## src/rtl/refsched_pkg.sv

```systemverilog
package refsched_pkg;

    typedef enum logic [2:0] {
        RS_IDLE = 3'd0,
        RS_PRE  = 3'd1,
        RS_REQ  = 3'd2,
        RS_CMD  = 3'd3,
        RS_RFC  = 3'd4
    } rs_state_e;

endpackage

```

## src/rtl/refsched_timer.sv

```systemverilog
module refsched_timer #(
    parameter int PERIOD = 1560,
    localparam int CW = (PERIOD > 2) ? $clog2(PERIOD) : 1
) (
    input  logic clk,
    input  logic rst,
    output logic tick
);
    logic [CW-1:0] cnt_d, cnt_q;

    always_comb begin
        tick  = (cnt_q == CW'(PERIOD - 1));
        cnt_d = tick ? '0 : cnt_q + 1'b1;
    end

    always_ff @(posedge clk) begin
        if (rst) cnt_q <= '0;
        else     cnt_q <= cnt_d;
    end

    // the counter restarts after each firing
    p_wrap_r1: assert property (@(posedge clk) disable iff (rst)
        tick |=> (cnt_q == '0));

endmodule

```

## src/rtl/refsched_debt.sv

```systemverilog
module refsched_debt #(
    parameter int DEBT_MAX = 8,
    localparam int DW = $clog2(DEBT_MAX + 1)
) (
    input  logic          clk,
    input  logic          rst,
    input  logic          tick,
    input  logic          dec,
    output logic [DW-1:0] debt,
    output logic          pending,
    output logic          urgent
);
    logic [DW-1:0] debt_d, debt_q;

    always_comb begin
        debt_d = debt_q;
        case ({tick, dec})
            2'b10:   debt_d = (debt_q == DW'(DEBT_MAX)) ? debt_q : debt_q + 1'b1;
            2'b01:   debt_d = (debt_q == '0) ? debt_q : debt_q - 1'b1;
            default: debt_d = debt_q;
        endcase
    end

    always_ff @(posedge clk) begin
        if (rst) debt_q <= '0;
        else     debt_q <= debt_d;
    end

    assign debt    = debt_q;
    assign pending = (debt_q != '0);
    assign urgent  = (debt_q == DW'(DEBT_MAX));

    // firing at the ceiling leaves the debt at the ceiling
    p_no_overflow_r7: assert property (@(posedge clk) disable iff (rst)
        (urgent && tick && !dec) |=> (debt_q == DW'(DEBT_MAX)));

    // one command removes one owed refresh
    p_dec_one_r6: assert property (@(posedge clk) disable iff (rst)
        (dec && !tick) |=> (debt_q == $past(debt_q) - 1'b1));

    // firing and command on one edge cancel out
    p_tick_dec_r6: assert property (@(posedge clk) disable iff (rst)
        (dec && tick) |=> $stable(debt_q));

    // reset clears the debt
    p_reset_r9: assert property (@(posedge clk)
        rst |=> (debt_q == '0));

endmodule

```

## src/rtl/refsched_fsm.sv

```systemverilog
module refsched_fsm
    import refsched_pkg::*;
#(
    parameter int TRFC_CLKS = 16,
    localparam int RW = (TRFC_CLKS > 2) ? $clog2(TRFC_CLKS) : 1
) (
    input  logic clk,
    input  logic rst,
    input  logic pending,
    input  logic urgent,
    input  logic bus_idle,
    input  logic pre_ack,
    input  logic ref_gnt,
    output logic pre_req,
    output logic ref_req,
    output logic ref_cmd,
    output logic hold
);
    typedef struct packed {
        rs_state_e     st;
        logic [RW-1:0] cnt;
    } fsm_t;

    fsm_t r_d, r_q;

    always_comb begin
        r_d = r_q;
        case (r_q.st)
            RS_IDLE: if (pending && (bus_idle || urgent)) r_d.st = RS_PRE;
            RS_PRE:  if (pre_ack) r_d.st = RS_REQ;
            RS_REQ: begin
                if (ref_gnt) begin
                    r_d.st  = RS_CMD;
                    r_d.cnt = '0;
                end
            end
            RS_CMD, RS_RFC: begin
                if (r_q.cnt == RW'(TRFC_CLKS - 1)) begin
                    r_d.st = RS_IDLE;
                end else begin
                    r_d.st  = RS_RFC;
                    r_d.cnt = r_q.cnt + 1'b1;
                end
            end
            default: r_d.st = RS_IDLE;
        endcase
    end

    always_ff @(posedge clk) begin
        if (rst) begin
            r_q.st  <= RS_IDLE;
            r_q.cnt <= '0;
        end else begin
            r_q <= r_d;
        end
    end

    assign pre_req = (r_q.st == RS_PRE);
    assign ref_req = (r_q.st == RS_REQ);
    assign ref_cmd = (r_q.st == RS_CMD);
    assign hold    = (r_q.st == RS_CMD) || (r_q.st == RS_RFC);

    // the refresh request only follows an acknowledged precharge
    p_pre_first_r2: assert property (@(posedge clk) disable iff (rst)
        $rose(ref_req) |-> $past(pre_req && pre_ack));

    // no start while the bus is busy and the debt is not urgent
    p_defer_r4: assert property (@(posedge clk) disable iff (rst)
        (r_q.st == RS_IDLE && !bus_idle && !urgent) |=> !pre_req);

    // a command only follows a grant, and lasts one cycle
    p_cmd_gnt_r5: assert property (@(posedge clk) disable iff (rst)
        $rose(ref_cmd) |-> $past(ref_req && ref_gnt));
    p_cmd_pulse_r5: assert property (@(posedge clk) disable iff (rst)
        ref_cmd |=> !ref_cmd);

    // a new sequence never starts straight out of the hold window
    p_no_start_in_hold_r8: assert property (@(posedge clk) disable iff (rst)
        $rose(pre_req) |-> !$past(hold));

endmodule

```

## src/rtl/refresh_sched.sv

```systemverilog
module refresh_sched #(
    parameter int CLK_MHZ   = 200,
    parameter int TREFI_NS  = 7800,
    parameter int DEBT_MAX  = 8,
    parameter int TRFC_CLKS = 16,
    parameter int ADDR_W    = 13,
    localparam int DW = $clog2(DEBT_MAX + 1)
) (
    input  logic              clk,
    input  logic              rst,
    input  logic              bus_idle,
    input  logic              pre_ack,
    input  logic              ref_gnt,
    output logic              pre_req,
    output logic              ref_req,
    output logic              ref_urgent,
    output logic              ref_cmd,
    output logic [ADDR_W-1:0] ref_addr,
    output logic              hold,
    output logic [DW-1:0]     debt
);
    localparam int TREFI_CLKS = (CLK_MHZ * TREFI_NS) / 1000;

    logic tick, pending, urgent;

    refsched_timer #(.PERIOD(TREFI_CLKS)) u_timer (
        .clk  (clk),
        .rst  (rst),
        .tick (tick)
    );

    refsched_debt #(.DEBT_MAX(DEBT_MAX)) u_debt (
        .clk     (clk),
        .rst     (rst),
        .tick    (tick),
        .dec     (ref_cmd),
        .debt    (debt),
        .pending (pending),
        .urgent  (urgent)
    );

    refsched_fsm #(.TRFC_CLKS(TRFC_CLKS)) u_fsm (
        .clk      (clk),
        .rst      (rst),
        .pending  (pending),
        .urgent   (urgent),
        .bus_idle (bus_idle),
        .pre_ack  (pre_ack),
        .ref_gnt  (ref_gnt),
        .pre_req  (pre_req),
        .ref_req  (ref_req),
        .ref_cmd  (ref_cmd),
        .hold     (hold)
    );

    assign ref_urgent = ref_req && urgent;
    assign ref_addr   = '0;

    // urgency is only flagged on an active request
    p_urgent_r3: assert property (@(posedge clk) disable iff (rst)
        ref_urgent |-> ref_req);

    // reset leaves every request and command low
    p_reset_r9: assert property (@(posedge clk)
        rst |=> (!pre_req && !ref_req && !ref_cmd && !hold));

endmodule

```

## config.mk

```make
export PLATFORM = sky130hd
export DESIGN_NAME = refresh_sched
export DESIGN_NICKNAME = d
export VERILOG_FILES = /design/src/rtl/refsched_pkg.sv /design/src/rtl/refsched_timer.sv /design/src/rtl/refsched_debt.sv /design/src/rtl/refsched_fsm.sv /design/src/rtl/refresh_sched.sv
export SDC_FILE = /design/constraint.sdc
export NUM_CORES = 1
export LEC_CHECK = 0
export ABC_AREA = 1
export CELL_PAD_IN_SITES_DETAIL_PLACEMENT = 1
export CELL_PAD_IN_SITES_GLOBAL_PLACEMENT = 1
export CORE_AREA = 4 4 67 69
export CTS_CLUSTER_DIAMETER = 30
export DETAILED_ROUTE_END_ITERATION = 6
export DIE_AREA = 0 0 71 73
export HOLD_SLACK_MARGIN = 0.08
export MAX_ROUTING_LAYER = met4
export PLACE_DENSITY = 0.9
export RECOVER_POWER = 100
export SLEW_MARGIN = 20
export SYNTH_ARGS = -nofsm -noshare
export SYNTH_HDL_FRONTEND = slang
export SYNTH_HIERARCHICAL = 1
export SYNTH_SLANG_ARGS = --single-unit
export TNS_END_PERCENT = 10
```

## constraint.sdc

```tcl
create_clock -name clk -period 6.1 [get_ports clk]
set_clock_uncertainty 0.1 [all_clocks]
set_input_delay 0.61 -clock clk [delete_from_list [all_inputs] [get_ports clk]]
set_output_delay 0.61 -clock clk [all_outputs]
set_load 0.02 [all_outputs]
```

==> results_dict.tcl, run 1 <==
set metrics [dict create \
    antenna_left 0 \
    max-slew-margin-rel_pct 58.6 \
    rows 23 \
    p_leak_nw 0.785 \
    maxSlewViolCount 0 \
    clock-sinks 22 \
    initialDrtViolationCount 53 \
    total_power_w 0.000269 \
    cts-resized-gates 0 \
    cp_slowest_cell "nor4_1" \
    tns_ps 0 \
    crit_path_start "u_timer/cnt_q[0]" \
    fin_crit_ps 2620 \
    die_w_um 71 \
    max_cap_violations 0 \
    syn_avg_cell_area_um2 6.68 \
    drc 0 \
    diodes 0 \
    power_density_mw_per_mm2 162 \
    coreArea_mm2 0.00391 \
    drive_gt1_share_pct 13.0 \
    worstPathMaxFanout 5 \
    start_kind "flip-flop" \
    arrival_ps 2670 \
    vdd_drop_max_uv 77.9 \
    synthCells 223 \
    outcome "finished, final reports clean" \
    first_pass_iters 2 \
    hold_class "flip-flop to flip-flop" \
    finalCritPeriodShare_pct 42.9 \
    dp_hpwl_um 2680 \
    cts_tree "done" \
    grt_pass1_wl_um 5780 \
    fmax_mhz 382 \
    max_stage_delay_ps 560 \
    grt_usage_pct 13.9 \
    antenna_found_initial 0 \
    critPathCaptureType "flip-flop" \
    place_congestion 0.858 \
    tightestPinTransition_ps 616 \
    cts_setup_buffers 0 \
    via_per_inst 4.61 \
    die_h_um 73 \
    finalWirelength_um 3280 \
    crit_top_cell "nand2_1" \
    layout.nets 249 \
    overflow 0 \
    cp_cell_sequence "ha_1 > nand2_1 > nor4_1 > clkinv_1 > nand2_1 > xor2_1 > inv_1 > ha_1 > inv_1 > nand2_1 > inv_1 > nand2_1 > nand2_1 > a21oi_1" \
    rsz0062_at_grt "no" \
    yosysWarnings 6 \
    synth.yosys.seq_area_share_pct 29.6 \
    clk_pin_slew_ps 80 \
    insertion_delay_ps 260 \
    num_io_pins 27 \
    initial_core_util_pct 38.1 \
    wl_per_cell_um 11.4 \
    grt_pass1_vias 1341 \
    postCtsHoldBufs 0 \
    ys_ff_latch 22 \
    numPortBuffers 13 \
    r2r_start "u_timer/cnt_q[0]" \
    worst-endpoint-required_ps 6160 \
    htree_levels 1 \
    root_buffer "clkbuf_8" \
    hold_viol 0 \
    die-area_mm2 0.00518 \
    setup_viol 0 \
    syn_to_final_growth_pct 11.6 \
    cts_buffers 3 \
    synthesis.area_mm2 0.00149 \
    instances_no_fill 289 \
    vias 1333 \
    worstHoldStart "u_timer/cnt_q[10]" \
    grt_max_degree 13 \
    criticalPathCategory "flip-flop to flip-flop" \
    clock_path_buffers 2 \
    ys_types 25 \
    dp_cells 285 \
]
state kept, by name, indices dropped and copies added (netlist names):
signal         flops
u_fsm/r_q          7
u_timer/cnt_q     11
u_debt/debt        4
cell type report:
class	instances	area [um2]
Sequential cell	22	440
Fill cell	531	2250
Inverter	34	128
Timing Repair Buffer	13	130
Multi-Input combinational cell	166	847
Clock buffer	4	55.1
Tap cell	50	62.6
layer usage:
metal  wire [um]  global-route usage, %
met1        1460                   15.6
met2        1700                   26.0
met3         100                   2.20
met4          24                   3.13
met5           0                      -
layout by cell type, fill, tap and decap left out:
cell type,instances
nand3_2,4
inv_1,26
or2_2,1
nand2_2,4
conb_1,13
inv_2,7
dfxtp_1,22
nand2_1,52
xor2_1,4
clkinv_1,1
nor2_1,30
o21ai_1,3
dlygate4sd3_1,10
nor4_1,1
nor2_4,3
nor2_2,2
clkbuf_8,4
nand2_4,4
a21oi_1,6
nand3_1,23
a21oi_2,2
o21ai_0,3
xnor2_1,1
nor3_1,2
clkdlybuf4s50_1,3
or3_1,1
nand4_1,3
ha_1,4
power breakdown:
part	internal (W)	switching, W	total, W
clock	0.0000575	0.0000474	0.000105
combinational	0.00000461	0.0000127	0.0000173
sequential	0.000145	0.00000210	0.000147
total	0.000207	0.0000622	0.000269
final timing paths:
check	end	slack [ps]	depth (start not counted)
worst min register to register	u_timer/cnt_q[10]	390	2
worst min-delay path	u_timer/cnt_q[10]	390	2
worst max-delay path	u_debt/debt[2]	3480	14
worst max register to register	u_debt/debt[2]	3480	14
worst max-delay path: cells and delay by family (launching register included):
kind            cells  cell delay, ps
flops               1             400
simple gates        6            1010
compound gates      1              50
fa+ha+maj           2             380
xor+xnor            1             160
buf+inv             4             420
synth_stat cells, drive strengths merged:
cell,number,share of area [%]
or2,1,0.42
dfxtp,22,30
nor3,2,0.67
nand2,60,18
inv,34,8.6
or3,1,0.42
xor2,4,2.4
ha,4,3.4
buf,13,6.5
xnor2,1,0.59
nand3,27,11
nor2,35,11
a21oi,8,3.2
nand4,3,1.3
conb,1,0.25
nor4,1,0.42
o21ai,6,2.0
metrics by stage:
step / setup WS [ps] / cell area [um2] / hold slack (ps) / utilization (%)
after floorplan: 3860 / 1540 / 344 / -
after global placement: 3770 / 1630 / 359 / 41.7
after detailed placement: 3670 / 1630 / 382 / 41.7
after CTS: 3590 / 1690 / 394 / 43.1
after global routing: 3180 / 1660 / 419 / 42.5
final: 3480 / 1660 / 389 / 42.5
kinds of logic after synthesis:
logic type | Yosys count | synth area share, %
AO/OA/AOI/OAI | 14 | 5.21
other | 1 | 0.252
AND/OR/NAND/NOR | 130 | 43.6
XOR/XNOR | 5 | 2.94
buffers and inverters | 47 | 15.1
adder cells (fa/ha/maj) | 4 | 3.36
flip-flops | 22 | 29.6
Power figures use the tool's default switching activity.
==> run 2: changes to the inputs <==
- CORE_AREA: 4 4 67 69 -> 4 4 70 72
- DIE_AREA: 0 0 71 73 -> 0 0 74 76
- PLACE_DENSITY: 0.9 -> 0.84
- clock period: 6.1 -> 2.5 ns (I/O delays scaled with it)
==> run 2 against run 1 <==
Net effect: utilization fell by 3.6 points; clock power rose by 110%; combinational power rose by 150%; sequential power rose by 140%; largest cell class unchanged; total power rose by 130%; die area rose by 8.5%; first-iteration DRC count fell by 34%; non-clock buffer count rose by 1; register-to-register slack got worse by 3200 ps; global-route usage fell by 0.86 points.
==> results_dict.tcl, run 2 (synthesized netlist as in run 1, its figures left out) <==
set metrics [dict create \
    largest_register_ffs 11 \
    grt_use_met3_pct 2.37 \
    initial_core_util_pct 34.7 \
    root_buffer "clkbuf_8" \
    finalCritPeriodShare_pct 87.6 \
    layout.nets 250 \
    overflow 0 \
    place_ws_ps 318 \
    met1_usage_pct 15.9 \
    setup_viol 0 \
    hold_viol 0 \
    diodes 0 \
    wl_per_cell_um 11.2 \
    hold_class "flip-flop to flip-flop" \
    vias 1339 \
    rsz0062_at_grt "no" \
    syn_to_final_growth_pct 12.1 \
    insertion_delay_ps 260 \
    critPathCaptureType "primary output" \
    via_per_inst 4.60 \
    largest-register "u_timer/cnt_q" \
    drc 0 \
    worstPathMaxFanout 7 \
    start_kind "flip-flop" \
    p_leak_nw 0.784 \
    htree_levels 1 \
    grtUsageMet2_pct 22.2 \
    grt_pass1_vias 1376 \
    tns_ps 0 \
    fmax_mhz 457 \
    drive_gt1_share_pct 14.6 \
    fin_area_mm2 0.00167 \
    final_cell_mix "nand2_1, nor2_1, inv_1, nand3_1, dfxtp_1" \
    numPortBuffers 13 \
    die_w_um 74 \
    cts-resized-gates 0 \
    antenna_left 0 \
    postCtsHoldBufs 0 \
    max_cap_violations 0 \
    cp_cell_sequence "nand3_2 > inv_1 > dlygate4sd3_1" \
    num_io_pins 27 \
    die-area_mm2 0.00562 \
    cp_slowest_cell "dlygate4sd3_1" \
    place_congestion 0.845 \
    clk_pin_slew_ps 80 \
    rows 24 \
    finalWorstSetupSlack_ps 310 \
    die_h_um 76 \
    n_fill_cell 588 \
    power_density_mw_per_mm2 373 \
    dp_hpwl_um 2680 \
    initialDrtViolationCount 35 \
    placed_area_mm2 0.00164 \
    first_pass_iters 4 \
    arrival_ps 1840 \
    coreArea_mm2 0.00429 \
    holdWs_ps 390 \
    cts_buffers 3 \
    cts_setup_buffers 0 \
    outcome "finished, final reports clean" \
    vdd_drop_max_uv 158 \
    cts_tree "done" \
    grt-busiest-layer "met2" \
    clock_path_buffers 2 \
    final_common_cell "nand2_1" \
    fin_crit_ps 2190 \
    grt_usage_pct 13.1 \
    grt_max_degree 12 \
    max_stage_delay_ps 710 \
    clock-sinks 22 \
    maxSlewViolCount 0 \
    criticalPathCategory "flip-flop to primary output" \
    grt_pass1_wl_um 5870 \
    antenna_found_initial 0 \
    finalWirelength_um 3270 \
    worst-endpoint-required_ps 2150 \
]
==> run 2: changes by cell type in the layout (fill, tap and decap cells not counted) <==
cell,before,now
buf_4,0,1
clkbuf_8,4,3
clkdlybuf4s50_1,3,4
clkinv_1,1,0
dlygate4sd3_1,10,9
inv_2,7,8
nand2_1,52,50
nand2_2,4,6
nor4_1,1,0
nor4_2,0,1
o21ai_0,3,4
o21ai_1,3,2
==> run 2: final cells by class <==
| type | instances | area (um2) | share of cell area, % |
|---|---|---|---|
| multi-input cells | 166 | 858 | 51.4 |
| flip-flops and latches | 22 | 440 | 26.4 |
| repair buffers | 14 | 138 | 8.24 |
| inverters | 34 | 128 | 7.64 |
| well taps | 52 | 65.1 | 3.90 |
| clock buffers | 3 | 41.3 | 2.47 |
==> run 2: worst max-delay path, delay by kind of cell (launching register included) <==
| family | cells | cell delay [ps] |
|---|---|---|
| buf+inv | 2 | 920 |
| flops | 1 | 500 |
| simple gates | 1 | 160 |
==> run 2: layer usage <==
layer | wire length [um] | vias to the layer above
met5 | 0 | -
met4 | 12 | 0
met3 | 89 | 2
met2 | 1650 | 10
met1 | 1520 | 625
li1 | - | 702
==> run 2: power breakdown <==
| group | internal (W) | leakage, nW | switching [W] |
|---|---|---|---|
| sequential | 0.000354 | 0.178 | 0.00000545 |
| combinational | 0.0000115 | 0.584 | 0.0000317 |
| clock | 0.000107 | 0.0216 | 0.000113 |
==> run 2: stage by stage <==
| step | instances | util (%) | power [W] |
|---|---|---|---|
| after floorplan | 235 | - | 0.000413 |
| after global placement | 288 | 38.2 | 0.000410 |
| after detailed placement | 288 | 38.2 | 0.000411 |
| after CTS | 291 | 39.2 | 0.000634 |
| after global routing | 291 | 38.9 | 0.000659 |
| final | 291 | 38.9 | 0.000623 |
==> run 2: path summary, 6_finish.rpt <==
check,startpoint,end,slack [ps],cells after the start
max,u_fsm/r_q[4],ref_cmd,310,3
min,u_timer/cnt_q[8],u_timer/cnt_q[8],390,2
max reg2reg,u_timer/cnt_q[0],u_debt/debt[2],320,15
min reg2reg,u_timer/cnt_q[8],u_timer/cnt_q[8],390,2
==> run 3: changes to the inputs <==
- CORE_AREA: 4 4 70 72 -> 4 4 68 70
- CTS_BUF_LIST: default -> sky130_fd_sc_hd__clkbuf_8
- CTS_CLUSTER_DIAMETER: 30 -> 100
- DIE_AREA: 0 0 74 76 -> 0 0 72 74
- PLACE_DENSITY: 0.84 -> 0.88
==> run 3 against run 2 <==
Net effect: critical path depth grew 12; utilization grew 3.5 points; via count up 2.2%; sequential power hardly changed; total power increased by 5.8%; largest cell class unchanged; first-iteration DRC count grew 8.6%; non-clock buffer count unchanged; largest power group unchanged; hold slack worse by 8.1 ps; die area fell by 5.3%; critical path type is now flip-flop to flip-flop; design area rose by 0.75%; clock power grew 17%.
==> results_dict.tcl, run 3 (synthesized netlist as in run 1, its figures left out) <==
set metrics [dict create \
    outcome "finished, final reports clean" \
    n_fill_cell 528 \
    numPortBuffers 13 \
    p_switching_w 0.000153 \
    place_congestion 0.843 \
    die_h_um 74 \
    layout.nets 250 \
    dp_hpwl_um 2840 \
    final_common_cell "nand2_1" \
    start_kind "flip-flop" \
    drive_gt1_share_pct 14.2 \
    clock_path_buffers 2 \
    multi_input_area_um2 860 \
    clock-sinks 22 \
    cts_setup_buffers 0 \
    intPower_w 0.000506 \
    via_per_inst 4.72 \
    fmax_mhz 452 \
    criticalPathCategory "flip-flop to flip-flop" \
    cts_buffers 3 \
    overflow 0 \
    die_w_um 72 \
    cts_tree "done" \
    swShare_pct 23.2 \
    grtUsageMet2_pct 26.4 \
    tns_ps 0 \
    rows 23 \
    critPathCaptureType "flip-flop" \
    hold_viol 0 \
    root_buffer "clkbuf_8" \
    vias 1369 \
    coreArea_mm2 0.00397 \
    initial_core_util_pct 37.5 \
    arrival_ps 2280 \
    hold_class "flip-flop to flip-flop" \
    drc 0 \
    grt_use_met3_pct 2.43 \
    worst-endpoint-required_ps 2560 \
    rrSetupSlack_ps 290 \
    num_io_pins 27 \
    finalWirelength_um 3490 \
    finalCritPeriodShare_pct 88.6 \
    htree_levels 1 \
    rsz0062_at_grt "no" \
    clk_pin_slew_ps 80 \
    whs_path_depth 2 \
    antenna_found_initial 0 \
    insertion_delay_ps 260 \
    grt_pass1_wl_um 5960 \
    dp_cells 286 \
    die-area_mm2 0.00533 \
    fin_crit_ps 2210 \
    wl_per_cell_um 12.0 \
    first_pass_iters 4 \
    met1_usage_pct 15.8 \
    worstHoldStart "u_timer/cnt_q[8]" \
    vdd_drop_max_uv 171 \
    maxSlewViolCount 0 \
    antenna_left 0 \
    register_area_um2 440 \
    power_density_mw_per_mm2 392 \
    grt_usage_pct 14.3 \
    r2r_start "u_timer/cnt_q[0]" \
    reg2reg_depth 15 \
    worstHoldEndpoint "u_timer/cnt_q[8]" \
    worstPathMaxFanout 5 \
    instances_no_fill 290 \
    power_frac_comb_pct 6.5 \
    setup_viol 0 \
    p_leak_nw 0.795 \
    clkPwrFrac_pct 39.0 \
    max_cap_violations 0 \
    largest-register "u_timer/cnt_q" \
    grt-busiest-layer "met2" \
    worst_r2r_endpoint "u_debt/debt[2]" \
    grt_pass1_vias 1385 \
    grt_max_degree 13 \
    diodes 0 \
    largest_register_ffs 11 \
    final_cell_mix "nand2_1, nor2_1, inv_1, nand3_1, dfxtp_1" \
    syn_to_final_growth_pct 12.9 \
    seq_power_share_pct 54.5 \
    initialDrtViolationCount 38 \
]
-- run 3: changes by cell type in the layout (fill, tap and decap cells not counted), sizes merged --
cell and change:
clkbuf +1
-- run 3: power groups by stage --
stage | clock, W | sequential (W) | combinational [W]
2_1_floorplan | 0 | 0.000367 | 0.0000468
3_5_place_dp | 0 | 0.000367 | 0.0000429
4_1_cts | 0.000266 | 0.000359 | 0.0000432
5_1_grt | 0.000287 | 0.000360 | 0.0000486
6_report | 0.000257 | 0.000359 | 0.0000429
3_3_place_gp | 0 | 0.000367 | 0.0000422
-- run 3: through the flow --
step / hold slack (ps) / cell area, um2 / total power (W) / utilization (%) / setup slack, ps
6_report: 382 / 1680 / 0.000659 / 42.4 / 286
5_1_grt: 407 / 1680 / 0.000696 / 42.4 / 38.6
4_1_cts: 387 / 1690 / 0.000669 / 42.6 / 309
3_5_place_dp: 369 / 1640 / 0.000410 / 41.2 / 328
3_3_place_gp: 359 / 1640 / 0.000409 / 41.2 / 435
2_1_floorplan: 219 / 1540 / 0.000413 / - / 261
-- run 3: timing repair --
item	CTS	global route
setup endpoints to repair	0	1
hold buffers	0	0
resized for setup	0	1
-- run 3: routing by layer --
metal  part of all wire, %  vias to the layer above
met1                    43                      644
met4                  0.92                        0
met2                    52                       20
li1                      -                      700
met5                     0                        -
met3                   3.4                        5
-- run 3: final cells by class --
type	instances	area share, %
Clock buffer	4	3.27
Inverter	34	7.58
Multi-Input combinational cell	166	51.1
Sequential cell	22	26.2
Tap cell	50	3.72
Timing Repair Buffer	14	8.18
-- run 3: worst max-delay path, cell delays in order, from the launching register on --
cell and delay [ps]:
dfxtp_1 400, ha_1 210, nand2_1 90, nor4_1 280
buf_4 180, inv_2 50, nand2_2 100, xor2_1 160
inv_1 60, ha_1 170, inv_1 50, nand2_1 60
inv_1 50, nand2_1 40, nand2_1 50, a21oi_1 50
-- run 3: worst max-delay path by stage --
stage | from | endpoint | slack [ps] | cells past startpoint
2_1_floorplan | u_timer/cnt_q[0] | u_debt/debt[2] | 260 | 14
3_3_place_gp | u_timer/cnt_q[0] | u_debt/debt[2] | 430 | 15
6_report | u_timer/cnt_q[0] | u_debt/debt[2] | 290 | 15
4_1_cts | u_timer/cnt_q[0] | u_debt/debt[2] | 310 | 15
5_1_grt | u_timer/cnt_q[0] | u_debt/debt[2] | 40 | 15
3_5_place_dp | u_timer/cnt_q[0] | u_debt/debt[2] | 330 | 15
